==> src/rtl/xdata_pkg.sv <==
package xdata_pkg;
  typedef enum logic {
    EXT_IDLE = 1'b0,
    EXT_WAIT = 1'b1
  } ext_state_e;
endpackage

==> src/rtl/xdata_decode.sv <==
module xdata_decode #(
  parameter int ADDR_W = 16,
  parameter int WIN_AW = 10,
  parameter int EN_W   = 2
) (
  input  logic [EN_W-1:0]   en_i,
  input  logic [ADDR_W-1:0] addr_i,
  output logic              hit_o
);
  logic in_win;

  generate
    if (ADDR_W > WIN_AW) begin : g_upper
      assign in_win = (addr_i[ADDR_W-1:WIN_AW] == '0);
    end else begin : g_full
      assign in_win = 1'b1;
    end
  endgenerate

  // any nonzero enable value maps the window
  assign hit_o = (en_i != '0) && in_win;
endmodule

==> src/rtl/xdata_ext_port.sv <==
module xdata_ext_port
  import xdata_pkg::*;
#(
  parameter int ADDR_W = 16,
  parameter int DATA_W = 8
) (
  input  logic              clk_i,
  input  logic              rst_ni,
  input  logic              start_i,
  input  logic              we_i,
  input  logic [ADDR_W-1:0] addr_i,
  input  logic [DATA_W-1:0] wdata_i,
  input  logic              ack_i,
  output logic              busy_o,
  output logic              done_o,
  output logic              req_o,
  output logic              we_o,
  output logic [ADDR_W-1:0] addr_o,
  output logic [DATA_W-1:0] wdata_o
);
  ext_state_e state_q, state_d;

  always_comb begin
    state_d = state_q;
    unique case (state_q)
      EXT_IDLE: if (start_i) state_d = EXT_WAIT;
      EXT_WAIT: if (ack_i)   state_d = EXT_IDLE;
      default:               state_d = EXT_IDLE;
    endcase
  end

  always_ff @(posedge clk_i or negedge rst_ni) begin
    if (!rst_ni) begin
      state_q <= EXT_IDLE;
      we_o    <= 1'b0;
      addr_o  <= '0;
      wdata_o <= '0;
    end else begin
      state_q <= state_d;
      if (state_q == EXT_IDLE && start_i) begin
        we_o    <= we_i;
        addr_o  <= addr_i;
        wdata_o <= wdata_i;
      end
    end
  end

  assign busy_o = (state_q == EXT_WAIT);
  assign req_o  = busy_o;
  assign done_o = busy_o && ack_i;
endmodule

==> src/rtl/xdata_resp_mux.sv <==
module xdata_resp_mux #(
  parameter int DATA_W = 8
) (
  input  logic              int_go_i,
  input  logic              ext_done_i,
  input  logic [DATA_W-1:0] sram_rdata_i,
  input  logic [DATA_W-1:0] ext_rdata_i,
  output logic              ready_o,
  output logic [DATA_W-1:0] rdata_o
);
  always_comb begin
    ready_o = int_go_i | ext_done_i;
    if (int_go_i)        rdata_o = sram_rdata_i;
    else if (ext_done_i) rdata_o = ext_rdata_i;
    else                 rdata_o = '0;
  end
endmodule

==> src/rtl/xdata_router.sv <==
module xdata_router #(
  parameter int ADDR_W = 16,
  parameter int DATA_W = 8,
  parameter int WIN_AW = 10,
  parameter int EN_W   = 2
) (
  input  logic              clk_i,
  input  logic              rst_ni,
  input  logic [EN_W-1:0]   mem_en_i,
  input  logic              req_valid_i,
  input  logic              req_we_i,
  input  logic [ADDR_W-1:0] req_addr_i,
  input  logic [DATA_W-1:0] req_wdata_i,
  output logic              req_ready_o,
  output logic [DATA_W-1:0] req_rdata_o,
  output logic              sram_en_o,
  output logic              sram_we_o,
  output logic [WIN_AW-1:0] sram_addr_o,
  output logic [DATA_W-1:0] sram_wdata_o,
  input  logic [DATA_W-1:0] sram_rdata_i,
  output logic              ext_req_o,
  output logic              ext_we_o,
  output logic [ADDR_W-1:0] ext_addr_o,
  output logic [DATA_W-1:0] ext_wdata_o,
  input  logic              ext_ack_i,
  input  logic [DATA_W-1:0] ext_rdata_i
);
  logic win_hit, int_go, ext_start, ext_busy, ext_done;

  xdata_decode #(.ADDR_W(ADDR_W), .WIN_AW(WIN_AW), .EN_W(EN_W)) i_decode (
    .en_i  (mem_en_i),
    .addr_i(req_addr_i),
    .hit_o (win_hit)
  );

  // internal access only while no external transfer is outstanding
  assign int_go    = req_valid_i && win_hit && !ext_busy;
  assign ext_start = req_valid_i && !win_hit && !ext_busy;

  xdata_ext_port #(.ADDR_W(ADDR_W), .DATA_W(DATA_W)) i_ext (
    .clk_i  (clk_i),
    .rst_ni (rst_ni),
    .start_i(ext_start),
    .we_i   (req_we_i),
    .addr_i (req_addr_i),
    .wdata_i(req_wdata_i),
    .ack_i  (ext_ack_i),
    .busy_o (ext_busy),
    .done_o (ext_done),
    .req_o  (ext_req_o),
    .we_o   (ext_we_o),
    .addr_o (ext_addr_o),
    .wdata_o(ext_wdata_o)
  );

  xdata_resp_mux #(.DATA_W(DATA_W)) i_resp (
    .int_go_i    (int_go),
    .ext_done_i  (ext_done),
    .sram_rdata_i(sram_rdata_i),
    .ext_rdata_i (ext_rdata_i),
    .ready_o     (req_ready_o),
    .rdata_o     (req_rdata_o)
  );

  assign sram_en_o    = int_go;
  assign sram_we_o    = int_go && req_we_i;
  assign sram_addr_o  = req_addr_i[WIN_AW-1:0];
  assign sram_wdata_o = req_wdata_i;
endmodule

==> config.mk <==
export PLATFORM = sky130hd
export DESIGN_NAME = xdata_router
export DESIGN_NICKNAME = d
export VERILOG_FILES = /design/src/rtl/xdata_pkg.sv /design/src/rtl/xdata_decode.sv /design/src/rtl/xdata_ext_port.sv /design/src/rtl/xdata_resp_mux.sv /design/src/rtl/xdata_router.sv
export SDC_FILE = /design/constraint.sdc
export NUM_CORES = 1
export LEC_CHECK = 0
export ABC_AREA = 1
export BUFFER_PORTS_ARGS = -buffer_cell sky130_fd_sc_hd__clkbuf_2
export CORE_MARGIN = 2
export CORE_UTILIZATION = 44
export DETAILED_ROUTE_END_ITERATION = 16
export PLACE_DENSITY = 0.86
export SLEW_MARGIN = 20
export SYNTH_ARGS = -nofsm -noshare
export SYNTH_HDL_FRONTEND = slang
export SYNTH_SLANG_ARGS = --single-unit
==> constraint.sdc <==
create_clock -name clk_i -period 2.1 [get_ports clk_i]
set_input_delay 0.42 -clock clk_i [delete_from_list [all_inputs] [get_ports clk_i]]
set_output_delay 0.42 -clock clk_i [all_outputs]
set_load 0.005 [all_outputs]
Yosys cells after proc, flatten, opt, wreduce, memory -nomap -nowiden
Index checks and enable logic that the tools add are counted.
Operators by class
  equal/unequal tests: 0
  reduce and logical (&&, ||, !) cells: 12
  shifts and indexed selects: 0
  $mul: 0
  bitwise operators: 2
  $lt $le $gt $ge: 0
  add/subtract/negate cells: 0
  muxes and demuxes: 5
  divide/modulo/power cells: 0
Operators by type and width (count)
  2-to-1 mux 8 bit: 2
  logical AND 1 bit: 8
  logical NOT 6 bit: 1
  logical NOT 1 bit: 2
  2-to-1 mux 1 bit: 2
  case mux 1 bit (2 select lines): 1
  nonzero test 2 bit: 1
  inverter 1 bit: 1
  OR 1 bit: 1
Word-level totals
  memory bits (read-only): 0
  register bits: 26
  input bits: 47
  word-level logic and storage cells: 23
  RAM bits: 0
  bits in latches: 0
  memories: 0
  output and inout port bits: 55

Depth between registers and ports, before layout
  depth after elaboration: 7
  mapped depth: 8
  gate-level depth less buffers: 7

Hierarchy
Synthesis repeated with hierarchy kept, for this count alone.
Second synthesis, totals
  cells, all modules: 176
  area, all modules: 1412.6 µm²
By module, submodules not included
  xdata_ext_port: area an instance 1073.5 µm², times used 1, cells an instance 114
  xdata_router: area an instance 170.2 µm², times used 1, cells an instance 25
  xdata_resp_mux: area an instance 132.6 µm², times used 1, cells an instance 28
  xdata_decode: area an instance 36.3 µm², times used 1, cells an instance 9

Least setup slack after synthesis
Ideal clock, no wire load.
  path kind: input to output
  from: in req_valid_i
  to: out req_rdata_o[0]
  arrival time: 1017 ps
  stages: 5
  setup slack: 663 ps
  cell sequence: inv_1 -> nor2_4 -> buf_6 -> nand3_1 -> nand2_1
On the way
  cells in the longest elaborated chain, start to end: 3
Ends and longest elaborated chain
  from (decl): RTL line xdata_router.sv:10  | input logic req_valid_i,
  logical AND 1 bit (2 in series): RTL line xdata_router.sv:37  | assign int_go = req_valid_i && win_hit && !ext_busy;
  2-to-1 mux 8 bit: RTL line xdata_resp_mux.sv:13  | if (int_go_i) rdata_o = sram_rdata_i;
  to (decl): RTL line xdata_router.sv:15  | output logic [DATA_W-1:0] req_rdata_o,
Every way passes these cells.

Worst setup path after layout
  from: reg i_ext.state_q, in the netlist i_ext.busy_o
  to: out sram_we_o
On the way
  cells in the longest elaborated chain, start to end: 3
Ends and longest elaborated chain
  from (decl): RTL line xdata_ext_port.sv:21  | ext_state_e state_q, state_d;
  from (signal assigned): RTL line xdata_ext_port.sv:39  | state_q <= state_d;
  logical NOT 1 bit: RTL line xdata_router.sv:37
  logical AND 1 bit: RTL line xdata_router.sv:37
  logical AND 1 bit: RTL line xdata_router.sv:66  | assign sram_we_o = int_go && req_we_i;
  to (decl): RTL line xdata_router.sv:17  | output logic sram_we_o,
Every way passes these cells.

==> flow_summary.ini <==
[cts]
cts_buffers = 3
cts.path.max_buffers = 2
htreeDepth = 1
path_clk_slew_ns = 0.14
clk_latency_ns = 0.31
cts_resized = 0
holdBufCountCts = 0
post_cts_buffers = 0
cts_tree = built
cts_sinks = 26
root_buffer = clkbuf_4

[worst_hold_path]
hold_path_class = input port to asynchronous set/reset pin

[sta]
hold_viol = 0
period_needed_ns = 1.839
worstMarginPinSlew_ns = 0.6252
finalCritPeriodShare_pct = 87.59
setup_viol = 0
grt_setup_unrepaired = no
setup_tns_ns = 0
skew_ns = 0.01234
fmax_mhz = 543.7
relSlewSlack_pct = 58.32
fin_hold_ws_ns = 0.08935
slew_viol_final = 0

[finish]
drive_above_1_share_pct = 43.51
layout_commonest_cell = clkbuf_2
synthToLayoutAreaGrowth_pct = 29.53
layout_common_cells = clkbuf_2 (101), nand2_1 (72), nand3_1 (33)
final_area_sq_um = 1844
finalNetCount = 310
n_antenna_cell = 0

[detailed_routing]
drcViolationCount = 0
totalWireLength_um = 3166
final_antenna_net_count = 0
wl_per_cell_um = 10.35
num_vias = 1397
drtIter0Drc = 32
firstDrtPassIters = 4
viasPerCell = 4.565

[power]
power_mw = 1.376
ir_drop_v = 0.0003139
powerDensity_nw_per_um2 = 746.0
p_leak_nw = 1.178

[floorplan]
start_util_pct = 46.26
die_y_um = 60.89
die-width_um = 60.89
rows = 20
pin_count = 102
coreArea_sq_um = 3078
die_area_sq_um = 3707

[critical_path]
critPathCaptureType = output pin
cpLargestDelayFamily = simple AND/OR/NAND/NOR gates
crit_required_ns = 1.68
reg2reg_to = i_ext.wdata_o[4]
cp_num_buf_inv = 1
cp.arrival_ns = 1.42
start_kind = flip-flop
rrSetupSlack_ns = 0.56
crit_fanout = 13
worst-setup-path-type = flip-flop to output pin
ff2ff_path_depth = 5
cpPeakStageDelay_ns = 0.47
cp_slowest_cell = dfrtp_1
worst-path-stages = 4
r2r_start = i_ext.busy_o
worstPathCellList = nor2_4 -> nand2_2 -> nor2_1 -> clkbuf_2

[logic_synthesis]
synthDistinctLibCells = 16
yosysWarnings = 0
syn_area_sq_um = 1424
synth_cells = 181
syn_nets = 228
synth_area_per_cell_sq_um = 7.867
ys_ff_latch = 26
yosysSeqAreaShare_pct = 45.69

[global_route]
grt-ovfl-total = 0
grt_pass1_vias = 1181
grt_use_total_pct = 17.82
grt_antenna_before_repair = 0
grt_max_degree = 27
grt_pass1_wl_um = 4933

[placed_design]
portBuffers = 101
dpl_cell_area_sq_um = 1792
hpwl_um = 2503
gp_congestion = 0.7710

[run_status]
status = completed

[job]
cap_violations = 0
==> cell families (layout without fill, tap and decap cells) <==
| logic type | after synthesis | after routing | share of synthesized area (%) |
|---|---|---|---|
| simple gates | 117 | 117 | 36.64 |
| flops | 26 | 26 | 45.69 |
| compound gates | 2 | 2 | 0.7023 |
| buf+inv | 36 | 117 | 16.96 |
==> metal layers <==
layer,share of wire [%],vias to the layer above,wire length [um],global-route usage (%)
li1,-,709,-,-
met1,41,626,1307,21.24
met2,51,60,1620,32.26
met3,6.6,2,210,2.772
met4,0.85,0,27,6.522
met5,0,-,0,0
==> worst max path at each step <==
stage                     end  slack, ns           start
6_report            sram_we_o       0.26    i_ext.busy_o
5_1_grt        req_rdata_o[1]       0.13    i_ext.busy_o
4_1_cts             sram_we_o       0.25    i_ext.busy_o
3_5_place_dp        sram_we_o       0.32  req_addr_i[13]
3_3_place_gp        sram_we_o       0.35  req_addr_i[13]
2_1_floorplan  req_rdata_o[0]       0.66     req_valid_i
==> registers in the layout, indices dropped and copies added (netlist names) <==
register	count
i_ext.we_o	1
i_ext.wdata_o	8
i_ext.busy_o	1
i_ext.addr_o	16
==> power breakdown <==
group | internal [mW] | switching, mW
Sequential | 0.604 | 0.0550
Clock | 0.193 | 0.141
Combinational | 0.180 | 0.203
==> Yosys cell counts <==
cell type  instances  area [sq um]
nand2_8            1         20.02
nand2_2            1         6.260
nor2_2             3         18.77
o21ai_0            1         5.000
inv_1             10         37.54
o21ai_1            1         5.000
nor2_4             1         11.26
buf_6              4         45.04
nand2_1           72         270.3
buf_2              1         5.000
nor2_1             5         18.77
nand2_4            1         11.26
nand3_1           33         165.2
buf_4             20         150.1
dfrtp_1           26         650.6
inv_2              1         3.750
==> through the flow <==
step	utilization, %	std cells	worst slack (ns)
2_1_floorplan	-	181	0.6633
3_5_place_dp	58.21	302	0.3189
4_1_cts	59.92	306	0.2455
6_report	59.92	306	0.2606
3_3_place_gp	58.21	302	0.3480
5_1_grt	59.92	306	0.1321
==> final cells by class <==
cell class                      instances  area, sq um
Tap cell                               44        55.05
Clock inverter                          1        30.03
Multi-Input combinational cell        119        531.8
Sequential cell                        26        650.6
Clock buffer                            3        22.52
Timing Repair Buffer                  102        513.0
Fill cell                             300         1234
Inverter                               11        41.29
(Power assumes the default switching activity.)
